==> src/rtl/blk_xfer_pkg.sv <==
package blk_xfer_pkg;

  typedef enum logic [1:0] {
    ST_IDLE = 2'd0,
    ST_BUSY = 2'd1,
    ST_FIN  = 2'd2
  } seq_state_t;

  typedef struct packed {
    logic pre;
    logic up;
    logic wback;
    logic load;
  } xfer_mode_t;

endpackage

==> src/rtl/blk_xfer_plan.sv <==
// Computes the count of selected registers, the first access address and
// the final base value from the command fields.
module blk_xfer_plan
  import blk_xfer_pkg::*;
#(
  parameter int NREG = 16,
  parameter int AW   = 32,
  localparam int CW  = $clog2(NREG + 1)
) (
  input  logic [NREG-1:0] mask,
  input  xfer_mode_t      mode,
  input  logic [AW-1:0]   base,
  output logic [CW-1:0]   cnt,
  output logic [AW-1:0]   first_addr,
  output logic [AW-1:0]   final_addr,
  output logic            empty
);

  function automatic logic [CW-1:0] count_bits(input logic [NREG-1:0] m);
    logic [CW-1:0] c;
    c = '0;
    for (int i = 0; i < NREG; i++) c = c + CW'(m[i]);
    return c;
  endfunction

  function automatic logic [AW-1:0] start_of(input logic [AW-1:0] b,
                                             input logic [AW-1:0] span,
                                             input logic up, input logic pre);
    logic [AW-1:0] s;
    case ({up, pre})
      2'b10:   s = b;
      2'b11:   s = b + AW'(4);
      2'b00:   s = b - span + AW'(4);
      default: s = b - span;
    endcase
    return s;
  endfunction

  logic [AW-1:0] span;

  always_comb begin
    cnt        = count_bits(mask);
    span       = AW'(cnt) << 2;
    empty      = (cnt == '0);
    first_addr = start_of(base, span, mode.up, mode.pre);
    final_addr = mode.up ? (base + span) : (base - span);
  end

endmodule

==> src/rtl/blk_xfer_pick.sv <==
// Finds the lowest remaining register and whether it is the last one.
module blk_xfer_pick #(
  parameter int NREG = 16,
  localparam int IW  = (NREG > 1) ? $clog2(NREG) : 1
) (
  input  logic [NREG-1:0] rem,
  output logic [IW-1:0]   idx,
  output logic [NREG-1:0] rest,
  output logic            last
);

  always_comb begin
    idx = '0;
    for (int i = NREG - 1; i >= 0; i--) begin
      if (rem[i]) idx = IW'(i);
    end
    rest = rem & (rem - NREG'(1));
    last = (rem != '0) && (rest == '0);
  end

endmodule

==> src/rtl/blk_xfer_seq.sv <==
module blk_xfer_seq
  import blk_xfer_pkg::*;
#(
  parameter int NREG = 16,
  parameter int AW   = 32,
  localparam int IW  = (NREG > 1) ? $clog2(NREG) : 1,
  localparam int CW  = $clog2(NREG + 1)
) (
  input  logic            clk,
  input  logic            rst_n,
  input  logic            cmd_valid,
  output logic            cmd_ready,
  input  logic [NREG-1:0] cmd_mask,
  input  logic            cmd_pre,
  input  logic            cmd_up,
  input  logic            cmd_wback,
  input  logic            cmd_load,
  input  logic [AW-1:0]   cmd_base,
  output logic            req_valid,
  input  logic            req_ready,
  output logic [AW-1:0]   req_addr,
  output logic [IW-1:0]   req_idx,
  output logic            req_load,
  output logic            wb_valid,
  output logic [AW-1:0]   wb_addr,
  output logic            done,
  output logic            err
);

  seq_state_t      state_q;
  logic [NREG-1:0] rem_q;
  logic [AW-1:0]   addr_q;
  logic [AW-1:0]   final_q;
  logic            load_q;
  logic            wback_q;
  logic            err_q;

  xfer_mode_t      mode;
  logic [CW-1:0]   plan_cnt;
  logic [AW-1:0]   plan_first;
  logic [AW-1:0]   plan_final;
  logic            plan_empty;
  logic [NREG-1:0] rem_next;
  logic            last_beat;
  logic            cmd_fire;
  logic            beat_fire;

  assign mode = '{pre: cmd_pre, up: cmd_up, wback: cmd_wback, load: cmd_load};

  blk_xfer_plan #(.NREG(NREG), .AW(AW)) plan_i (
    .mask       (cmd_mask),
    .mode       (mode),
    .base       (cmd_base),
    .cnt        (plan_cnt),
    .first_addr (plan_first),
    .final_addr (plan_final),
    .empty      (plan_empty)
  );

  blk_xfer_pick #(.NREG(NREG)) pick_i (
    .rem  (rem_q),
    .idx  (req_idx),
    .rest (rem_next),
    .last (last_beat)
  );

  assign cmd_ready = (state_q == ST_IDLE);
  assign req_valid = (state_q == ST_BUSY);
  assign done      = (state_q == ST_FIN);
  assign cmd_fire  = cmd_valid && cmd_ready;
  assign beat_fire = req_valid && req_ready;
  assign req_addr  = addr_q;
  assign req_load  = load_q;
  assign err       = done && err_q;
  assign wb_valid  = done && wback_q;
  assign wb_addr   = final_q;

  always_ff @(posedge clk or negedge rst_n) begin
    if (!rst_n) begin
      state_q <= ST_IDLE;
      rem_q   <= '0;
      addr_q  <= '0;
      final_q <= '0;
      load_q  <= 1'b0;
      wback_q <= 1'b0;
      err_q   <= 1'b0;
    end else begin
      case (state_q)
        ST_IDLE: begin
          if (cmd_fire) begin
            rem_q   <= cmd_mask;
            addr_q  <= plan_first;
            final_q <= plan_final;
            load_q  <= cmd_load;
            wback_q <= cmd_wback && !plan_empty;
            err_q   <= plan_empty;
            state_q <= plan_empty ? ST_FIN : ST_BUSY;
          end
        end
        ST_BUSY: begin
          if (beat_fire) begin
            rem_q  <= rem_next;
            addr_q <= addr_q + AW'(4);
            if (last_beat) state_q <= ST_FIN;
          end
        end
        default: begin
          state_q <= ST_IDLE;
          err_q   <= 1'b0;
          wback_q <= 1'b0;
        end
      endcase
    end
  end

  logic unused_cnt;
  assign unused_cnt = ^plan_cnt;

endmodule

==> config.mk <==
export PLATFORM = sky130hd
export DESIGN_NAME = blk_xfer_seq
export DESIGN_NICKNAME = d
export VERILOG_FILES = /design/src/rtl/blk_xfer_pkg.sv /design/src/rtl/blk_xfer_plan.sv /design/src/rtl/blk_xfer_pick.sv /design/src/rtl/blk_xfer_seq.sv
export SDC_FILE = /design/constraint.sdc
export NUM_CORES = 1
export LEC_CHECK = 0
export CAP_MARGIN = 20
export CORE_MARGIN = 3
export CORE_UTILIZATION = 30
export DETAILED_ROUTE_END_ITERATION = 6
export GPL_ROUTABILITY_DRIVEN = 0
export PLACE_DENSITY = 0.47
export SYNTH_ARGS = -nofsm -noshare
export SYNTH_HDL_FRONTEND = slang
export SYNTH_HIERARCHICAL = 1
export SYNTH_SLANG_ARGS = --single-unit
==> constraint.sdc <==
create_clock -name clk -period 3.5 [get_ports clk]
set_input_delay 0.35 -clock clk [delete_from_list [all_inputs] [get_ports clk]]
set_output_delay 0.35 -clock clk [all_outputs]
set_load 0.01 [all_outputs]
# --- After elaboration in Yosys (flattened, before gate mapping) ---
# Index checks and enable logic that the tools add are counted.
totals:
  reg_bits: 85
  output_inout_bits: 74
  elab_cells: 87
op_classes:
  n_addsub: 21
  eq_ne: 7
  n_mux: 33
  bitwise: 2
  reduce_logical: 17
ops:
  columns: ["cell", "n"]
  rows:
  - ["32-bit by 3-bit adder with 32-bit output, second input constant", 3]
  - ["32-bit 2-to-1 mux", 3]
  - ["32-bit one-hot mux with 3 select lines", 1]
  - ["5-bit by 1-bit adder with 5-bit output", 14]
  - ["4-bit 2-to-1 mux", 16]
  - ["32-bit one-hot mux with 2 select lines", 1]
  - ["32-bit by 7-bit adder with 32-bit output", 1]
  - ["16-bit 2-to-1 mux", 2]
  - ["16-bit one-hot mux with 2 select lines", 1]
  - ["32-bit by 7-bit subtractor with 32-bit output", 1]
  - ["16-bit bitwise AND", 1]
  - ["16-bit zero test", 1]
  - ["16-bit nonzero test", 1]
  - ["16-bit by 1-bit subtractor with 16-bit output, second input constant", 1]
  - ["2-bit 2-to-1 mux", 4]
  - ["2-bit == test, second input constant", 3]
  - ["1-bit logical AND", 6]
  - ["2-bit by 1-bit inequality test with 1-bit output, second input constant", 3]
  - ["3-bit AND reduction", 2]
  - ["5-bit zero test", 1]
  - ["2-bit zero test", 2]
  - ["1-bit one-hot mux with 2 select lines", 2]
  - ["2-bit one-hot mux with 2 select lines", 1]
  - ["2-bit AND reduction", 2]
  - ["6 further kinds", 7]

# --- Longest topological paths before layout ---
# Gate-level depths: netlist of run 1.
logic_depth:
  word_depth: 20
  depth_mapped: 27
  ltp_nobuf: 26

# --- Cells and area by module ---
# Netlist of run 1, hierarchy kept.
modules_own_cells:
  columns: ["module", "instances", "cells_per_inst", "area_each_um2", "seq_area_each_um2"]
  rows:
  - ["blk_xfer_seq", 1, 405, 4067.7, 2127.0]
  - ["blk_xfer_plan", 1, 626, 4011.3, 0.0]
  - ["blk_xfer_pick", 1, 74, 461.7, 0.0]

# --- Worst setup path after synthesis of run 1 ---
# Ideal clock, no wire load.
synth_path:
  path_kind: "input to register"
  from: "input cmd_mask[0]"
  to: "register addr_q[31] (netlist: req_addr[31])"
  setup_ps: 69
  t_arrival_ps: 6331
  required_time_ps: 3431
  slack_ps: -2899
  cell_stages: 24
  path_buffers: 2
  cell_sequence: "inv_1 > fa_1 > fa_1 > fa_1 > fa_1 > inv_1 > ha_1 > a21o_1 > a21oi_1 > xnor2_1 > ha_1 > clkbuf_1 > o31a_1 > and3_1 > clkbuf_1 > or4_1 > a311oi_2 > nand2_2 > or3_1 > o31a_1 > o31ai_1 > and3_1 > a21oi_1 > nand3_1"
synth_via:
  elab_chain_cells: 20
synth_rtl:
  columns: ["element", "line", "text"]
  rows:
  - ["start, declared", "blk_xfer_seq.sv:13", "input logic [NREG-1:0] cmd_mask,"]
  - ["1-bit by 1-bit adder with 2-bit output (*)", "blk_xfer_plan.sv:22", "for (int i = 0; i < NREG; i++) c = c + CW'(m[i]);"]
  - ["5-bit by 1-bit adder with 5-bit output (*) (14 in series)", "blk_xfer_plan.sv:22", null]
  - ["net plan_cnt[3]", "blk_xfer_seq.sv:39", "logic [CW-1:0] plan_cnt;"]
  - ["32-bit by 7-bit subtractor with 32-bit output (*)", "blk_xfer_plan.sv:33, blk_xfer_plan.sv:34", null]
  - ["32-bit by 3-bit adder with 32-bit output", "blk_xfer_plan.sv:33", "2'b00: s = b - span + AW'(4);"]
  - ["32-bit one-hot mux with 3 select lines (*)", "blk_xfer_plan.sv:30", "case ({up, pre})"]
  - ["net plan_first[31]", "blk_xfer_seq.sv:40", "logic [AW-1:0] plan_first;"]
  - ["32-bit 2-to-1 mux (*)", "blk_xfer_seq.sv:90", "if (cmd_fire) begin"]
  - ["32-bit one-hot mux with 2 select lines (*)", "blk_xfer_seq.sv:88", "case (state_q)"]
  - ["end signal, assigned", "blk_xfer_seq.sv:92", "addr_q <= plan_first;"]
  - ["end signal, assigned", "blk_xfer_seq.sv:103", "addr_q <= addr_q + AW'(4);"]
  - ["end, declared", "blk_xfer_seq.sv:32", "logic [AW-1:0] addr_q;"]
# The timed path passes the listed nets; every way through them passes the cells marked *. The select of a mux whose other input is x is not followed.
# A chain may end at the register's enable or synchronous reset.

# --- Worst setup path in the final report of run 1 ---
layout_path:
  from: "input cmd_mask[11]"
  to: "register addr_q[31] (netlist: req_addr[31])"
layout_via:
  elab_chain_cells: 10
layout_rtl:
  columns: ["element", "line"]
  rows:
  - ["5-bit by 1-bit adder with 5-bit output (*) (5 in series)", "blk_xfer_plan.sv:22"]
  - ["32-bit by 7-bit subtractor with 32-bit output (*)", "blk_xfer_plan.sv:33, blk_xfer_plan.sv:34"]
  - ["32-bit by 3-bit adder with 32-bit output", "blk_xfer_plan.sv:33"]
  - ["32-bit one-hot mux with 3 select lines (*)", "blk_xfer_plan.sv:30"]
  - ["net plan_first[31]", "blk_xfer_seq.sv:40"]
  - ["32-bit 2-to-1 mux (*)", "blk_xfer_seq.sv:90"]
  - ["32-bit one-hot mux with 2 select lines (*)", "blk_xfer_seq.sv:88"]
# Marked as above.

==> results of run 1 <==
-- state kept, by name (all words and copies together), names as in the netlist --
register	count
err_q	1
rem_q	16
req_addr	32
req_load	1
state_q	2
wb_addr	32
wback_q	1
-- stage by stage --
stage,std cells,cell area [sq um]
after floorplan,1105,9006
after global placement,1731,11970
after detailed placement,1731,11970
after CTS,1775,13140
after global routing,1791,13730
final,1791,13730
-- layout by cell type, fill, tap and decap left out, drive strengths merged, types with 6 or more instances in the layout --
| cell type | n |
|---|---|
| or4 | 8 |
| a21o | 23 |
| a21oi | 77 |
| fa | 12 |
| a22oi | 7 |
| o22ai | 24 |
| nand3 | 44 |
| nor4 | 22 |
| clkdlybuf4s50 | 118 |
| and4 | 8 |
| mux2 | 37 |
| or2 | 6 |
| clkbuf | 12 |
| xor2 | 38 |
| nor2 | 81 |
| nand4 | 20 |
| a211oi | 9 |
| o21a | 10 |
| dfrtp | 85 |
| xnor2 | 43 |
| nand2b | 11 |
| and3 | 14 |
| o21ai | 59 |
| and2 | 16 |
| inv | 58 |
| o31ai | 6 |
| buf | 257 |
| or3 | 11 |
| a2bb2oi | 8 |
| nand2 | 116 |
| ha | 21 |
| nor2b | 12 |
| a21boi | 6 |
| nor3 | 30 |
| a31oi | 27 |
| nor3b | 9 |
-- critical path: cells and delay by family --
kind            cells  cell delay, ns
fa+ha+maj           7            3.01
simple gates        8            1.72
compound gates      4            0.84
buf+inv             5            0.39
-- cells by family after synthesis --
group | after synthesis
buffers and inverters | 142
DFF | 85
AOI/OAI and AO/OA | 307
muxes | 41
xor gates and xnor gates | 81
adders and majority gates | 34
and+or+nand+nor | 414
other | 1
-- power by group through the flow --
| stage | Clock (mW) | Combinational [mW] | Sequential [mW] |
|---|---|---|---|
| 2_1_floorplan | 0 | 2.98 | 2.04 |
| 3_3_place_gp | 0 | 5.55 | 2.01 |
| 3_5_place_dp | 0 | 5.56 | 2.01 |
| 4_1_cts | 1.14 | 6.35 | 2.00 |
| 5_1_grt | 1.18 | 7.64 | 2.10 |
| 6_report | 1.11 | 7.09 | 2.01 |
-- worst paths after layout --
| check | start | slack [ns] | cells past startpoint | to |
|---|---|---|---|---|
| max in group asynchronous | rst_n | 2.62 | 2 | state_q[0] |
| worst min-delay path | rst_n | 0.13 | 1 | req_addr[21] |
| worst max register to register | rem_q[2] | 0.73 | 8 | state_q[0] |
| worst min register to register | wback_q | 0.51 | 2 | wback_q |
| worst max-delay path | cmd_mask[11] | -2.57 | 24 | req_addr[31] |
| min in group clk | cmd_mask[5] | 0.25 | 3 | rem_q[5] |
-- timing repair --
item,4_1_cts,5_1_grt
resized for setup,183,114
setup endpoints to repair,64,63
buffers inserted,30,28
pin swaps,68,90
-- cell type report --
type / count / area (sq um) / share of cell area (%)
clock buffers: 9 / 225.2 / 1.640
clock inverters: 7 / 90.09 / 0.6560
inverters: 55 / 216.5 / 1.576
multi-input cells: 878 / 7226 / 52.62
flip-flops and latches: 85 / 2127 / 15.49
well taps: 378 / 473.0 / 3.444
repair buffers: 379 / 3374 / 24.57
-- cell usage after synthesis, types with 18 or more instances --
cell type	instances
nand2_1	115
a21o_1	23
ha_1	21
a21oi_1	76
inv_1	53
nor4_1	20
clkbuf_1	59
mux2_2	37
dfrtp_1	85
nor3_1	27
xnor2_1	43
nor2_1	81
o22ai_1	24
a31oi_1	27
nand3_1	44
o21ai_0	58
nand4_1	18
xor2_1	38
-- layer usage --
layer | global-route usage [%] | vias to the layer above | share of wire (%)
met5 | 0 | - | 0
met4 | 4.422 | 0 | 1.5
met3 | 2.477 | 38 | 4.7
met2 | 32.67 | 275 | 44
met1 | 32.00 | 4567 | 50
li1 | - | 4600 | -
==> flow_metrics.py, run 1 <==
metrics = {
    "finish": {
        "final_nets": 1497,
        "syn_to_final_growth_pct": 60.78,
        "drive_gt1_share_pct": 37.51,
        "antenna_cells": 0,
        "fill_cells": 2710,
        "utilization_pct": 49.16,
    },
    "status": {
        "status": "finished with violations",
        "violations": "setup timing",
    },
    "logic_synthesis": {
        "synth_compound_area_share_pct": 23.43,
        "muxShareOfSynthArea_pct": 5.347,
        "synth_enable_flop_cells": 0,
        "avgSynthCellArea_sq_um": 7.729,
        "synthSimpleGateAreaFrac_pct": 25.18,
        "netlist.area_leader.share_pct": 24.90,
        "synth_nets": 1194,
        "synth_ff_type": "dfrtp_1",
        "synth_xor_area_share_pct": 8.306,
        "ys.warnings.count": 6,
        "ys_ff_latch": 85,
        "synthCells": 1105,
        "synth_top_cell_by_area": "dfrtp_1",
        "synthAdderAreaFrac_pct": 6.006,
        "synth_area_sq_um": 8541,
        "yosysSeqAreaShare_pct": 24.90,
        "yosysUniqueCellTypes": 83,
        "synth_top_family_by_area": "simple AND/OR/NAND/NOR gates",
        "async_reset_ff_share_pct": 100.0,
        "yosys-top-cells-area": "dfrtp_1 25%, nand2_1 5.1%, mux2_2 4.9%, a21oi_1 4.5%, xnor2_1 4.4%",
    },
    "route": {
        "first_pass_iters": 5,
        "totalWireLength_mm": 33.19,
        "drt_iter0_markers": 677,
        "avgRoutedWirePerCell_um": 18.53,
        "via_count": 9480,
        "vias_per_cell": 5.293,
        "drc_errors": 0,
        "ant_nets": 0,
    },
    "timing": {
        "rsz0062_at_grt": "yes",
        "max_freq_mhz": 164.8,
        "setup-violations-final": 63,
        "fin_skew_ns": 0.01649,
        "drv_slew": 0,
        "fin_crit_sh_pct": 173.4,
        "worstMarginPinSlew_ns": 0.9434,
        "whs_ns": 0.1330,
        "fin_setup_tns_ns": -111.43,
        "finalHoldViolCount": 0,
        "setup_ws_ns": -2.570,
        "min_period_ns": 6.070,
        "slew-limit-headroom_pct": 37.11,
    },
    "power": {
        "swShare_pct": 41.95,
        "power_leakage_nw": 5.632,
        "power_mw": 10.21,
        "p_switching_mw": 4.284,
        "combPwrFrac_pct": 69.4,
        "peakVddDrop_uv": 554.2,
        "p_per_area_nw_per_um2": 743.7,
        "p_int_mw": 5.929,
        "p_seq_share_pct": 19.7,
        "power.share.clock_pct": 10.9,
    },
    "cts": {
        "cts-root-buf": "clkbuf_16",
        "insertion_delay_ns": 0.36,
        "cts.sinks": 85,
        "cts_buffers": 9,
        "cts-hold-fix-buffers": 0,
        "cts_tree": "yes",
        "htreeDepth": 3,
        "cts_buffer_depth": 2,
        "cts.clk_slew.worst_paths_ns": 0.08,
    },
    "setup_path": {
        "path_cells": "buf_6, fa_1, inv_1, fa_2, fa_2, fa_2, inv_2, ha_4, inv_2, fa_2, fa_2, buf_6, nand2b_4, o31a_1, and3_4, or4_4, a311oi_2, nand2_2, or3_4, nor4_4, o31ai_1, and3_1, a21oi_1, nand3_1",
        "crit_top_cell": "fa_2",
        "slowest_delay_ns": 0.60,
        "cp-end-kind": "register",
        "path_max_fanout": 3,
        "critical_path_arrival_ns": 6.31,
        "worstPathRequired_ns": 3.74,
        "cp_slowest_cell": "fa_2",
        "critPathKind": "input port to register",
        "cp-start-kind": "input port",
    },
    "global_route": {
        "grt_pass1_vias": 9399,
        "antenna_found_initial": 0,
        "grt-ovfl-total": 0,
        "grt_max_degree": 68,
        "track_usage_pct": 21.23,
        "grt_pass1_wl_mm": 52.45,
    },
    "die": {
        "io_pins": 130,
        "start_util_pct": 30.57,
        "fp.dieW_um": 174.7,
        "core_area_sq_um": 27930,
        "rows": 61,
        "die_area_sq_um": 30530,
        "die_h_um": 174.7,
    },
    "job": {
        "maxCapViolations": 0,
    },
    "place": {
        "dpl_worst_slack_ns": -3.466,
        "dp_hpwl_mm": 24.08,
        "numPortBuffers": 129,
    },
    "worst_hold_path": {
        "hp-class": "input port to async pin",
    },
}
(Power assumes the default switching activity.)
==> run 2, diff against run 1 <==
==> constraint.sdc (replaced) <==
create_clock -name clk -period 3.5 [get_ports clk]
set_input_delay 0.7 -clock clk [delete_from_list [all_inputs] [get_ports clk]]
set_output_delay 0.7 -clock clk [all_outputs]
set_load 0.01 [all_outputs]
==> run 2 against run 1 <==
The flow still finishes with violations (setup timing). Via count decreased by 0.74%. Highest routed layer unchanged. Cell count increased by 0.17%. Global-route usage decreased by 0.10 points. Power decreased by 1.4%. Flip-flop and latch count unchanged.
==> flow_metrics.py, run 2 (same netlist as run 1, synthesis figures left out) <==
metrics = {
    "status": {
        "status": "finished with violations",
        "violations": "setup timing",
    },
    "route": {
        "avgRoutedWirePerCell_um": 18.36,
        "totalWireLength_mm": 32.93,
        "first_pass_iters": 5,
        "ant_nets": 0,
        "via_count": 9410,
        "vias_per_cell": 5.245,
        "drc_errors": 0,
        "drt_iter0_markers": 628,
    },
    "timing": {
        "setup-violations-final": 64,
        "fin_setup_tns_ns": -132.63,
        "whs_ns": 0.3609,
        "fin_crit_sh_pct": 181.3,
        "max_freq_mhz": 157.6,
        "min_period_ns": 6.345,
        "finalHoldViolCount": 0,
        "rsz0062_at_grt": "yes",
        "slew-limit-headroom_pct": 56.15,
        "setup_ws_ns": -2.845,
        "fin_skew_ns": 0.01456,
        "worstMarginPinSlew_ns": 0.6578,
        "drv_slew": 0,
    },
    "power": {
        "p_seq_share_pct": 19.9,
        "combPwrFrac_pct": 69.2,
        "p_switching_mw": 4.209,
        "p_per_area_nw_per_um2": 739.9,
        "peakVddDrop_uv": 455.4,
        "swShare_pct": 41.81,
        "power_leakage_nw": 5.607,
        "p_int_mw": 5.859,
        "power.share.clock_pct": 10.9,
    },
    "setup_path": {
        "worst-path-buf-inv": 8,
        "cp-end-kind": "register",
        "path_delay_family": "adder cells",
        "cp-start-kind": "input port",
        "slowest_delay_ns": 0.60,
        "critical_path_arrival_ns": 6.56,
        "reg2reg_depth": 8,
        "worstPathRequired_ns": 3.72,
        "cp_slowest_cell": "fa_2",
        "cp.depth": 26,
        "r2r-end": "state_q[0]",
        "critPathKind": "input port to register",
        "r2r_slack_ns": 0.70,
        "path_max_fanout": 7,
        "reg2reg_from": "rem_q[2]",
    },
    "cts": {
        "cts.sinks": 85,
        "cts_tree": "yes",
        "cts-hold-fix-buffers": 0,
        "cts_buffers": 9,
        "insertion_delay_ns": 0.36,
        "cts-root-buf": "clkbuf_16",
        "cts_buffer_depth": 2,
        "cts.clk_slew.worst_paths_ns": 0.07,
        "htreeDepth": 3,
    },
    "worst_hold_path": {
        "hp-class": "input port to async pin",
    },
    "finish": {
        "antenna_cells": 0,
        "final_cell_mix": "209 x buf_4, 118 x clkdlybuf4s50_1, 104 x nand2_1",
        "utilization_pct": 48.71,
        "fin_area_sq_um": 13610,
        "layout_commonest_cell": "buf_4",
        "instances_no_fill": 1794,
        "syn_to_final_growth_pct": 59.33,
        "drive_gt1_share_pct": 36.02,
        "final_nets": 1500,
    },
    "global_route": {
        "track_usage_pct": 21.14,
        "grtUsageMet2_pct": 31.74,
        "use_met1_pct": 31.98,
        "use_met3_pct": 3.281,
        "grt-ovfl-total": 0,
        "grt_max_degree": 63,
        "antenna_found_initial": 0,
        "grt_pass1_wl_mm": 52.21,
        "grt.busiest_layer": "met1",
        "grt_pass1_vias": 9251,
    },
    "die": {
        "start_util_pct": 30.57,
        "rows": 61,
        "io_pins": 130,
        "die_h_um": 174.7,
        "core_area_sq_um": 27930,
        "die_area_sq_um": 30530,
        "fp.dieW_um": 174.7,
    },
    "place": {
        "dpl_cell_area_sq_um": 12100,
        "numPortBuffers": 129,
        "dp_hpwl_mm": 24.21,
        "dp.cells": 1741,
    },
    "job": {
        "maxCapViolations": 0,
    },
}
==> run 2: power by group through the flow <==
stage	clock (mW)	sequential, mW	combinational, mW
finish	1.10	2.00	6.97
detailed placement	0	2.01	5.61
floorplan	0	2.04	2.99
global route	1.17	2.10	7.50
CTS	1.13	2.00	6.52
global placement	0	2.01	5.58
==> run 2: how the worst max path moves through the flow <==
stage / startpoint / to
floorplan: cmd_mask[9] / req_addr[31]
global placement: cmd_mask[9] / req_addr[24]
detailed placement: cmd_mask[9] / req_addr[26]
CTS: cmd_mask[11] / req_addr[31]
global route: cmd_mask[11] / req_addr[31]
finish: cmd_mask[11] / req_addr[24]
==> run 2: repair_timing <==
action | 4_1_cts | 5_1_grt
endpoints found under the setup margin | 64 | 64
buffers inserted | 27 | 19
pin swaps | 67 | 55
resized for setup | 163 | 70
endpoints found under the hold margin | 0 | 0
==> run 2: per-layer routing <==
layer | vias up | wire length, um | share of wire [%]
met3 | 25 | 1851 | 5.6
li1 | 4606 | - | -
met4 | 0 | 420 | 1.3
met1 | 4518 | 16370 | 50
met2 | 261 | 14290 | 43
met5 | - | 0 | 0
==> run 2: area by class of cell <==
cell class	instances	area, sq um
inverters	55	216.5
clock inverters	7	80.08
repair buffers	382	3407
fillers	2739	14330
multi-input cells	878	7079
well taps	378	473.0
clock buffers	9	225.2
flip-flops and latches	85	2127
==> run 2: metrics by stage <==
stage	setup WS [ns]	power, mW
detailed placement	-3.804	7.619
finish	-2.845	10.07
global placement	-3.831	7.593
global route	-3.092	10.77
CTS	-2.926	9.652
floorplan	-3.011	5.024
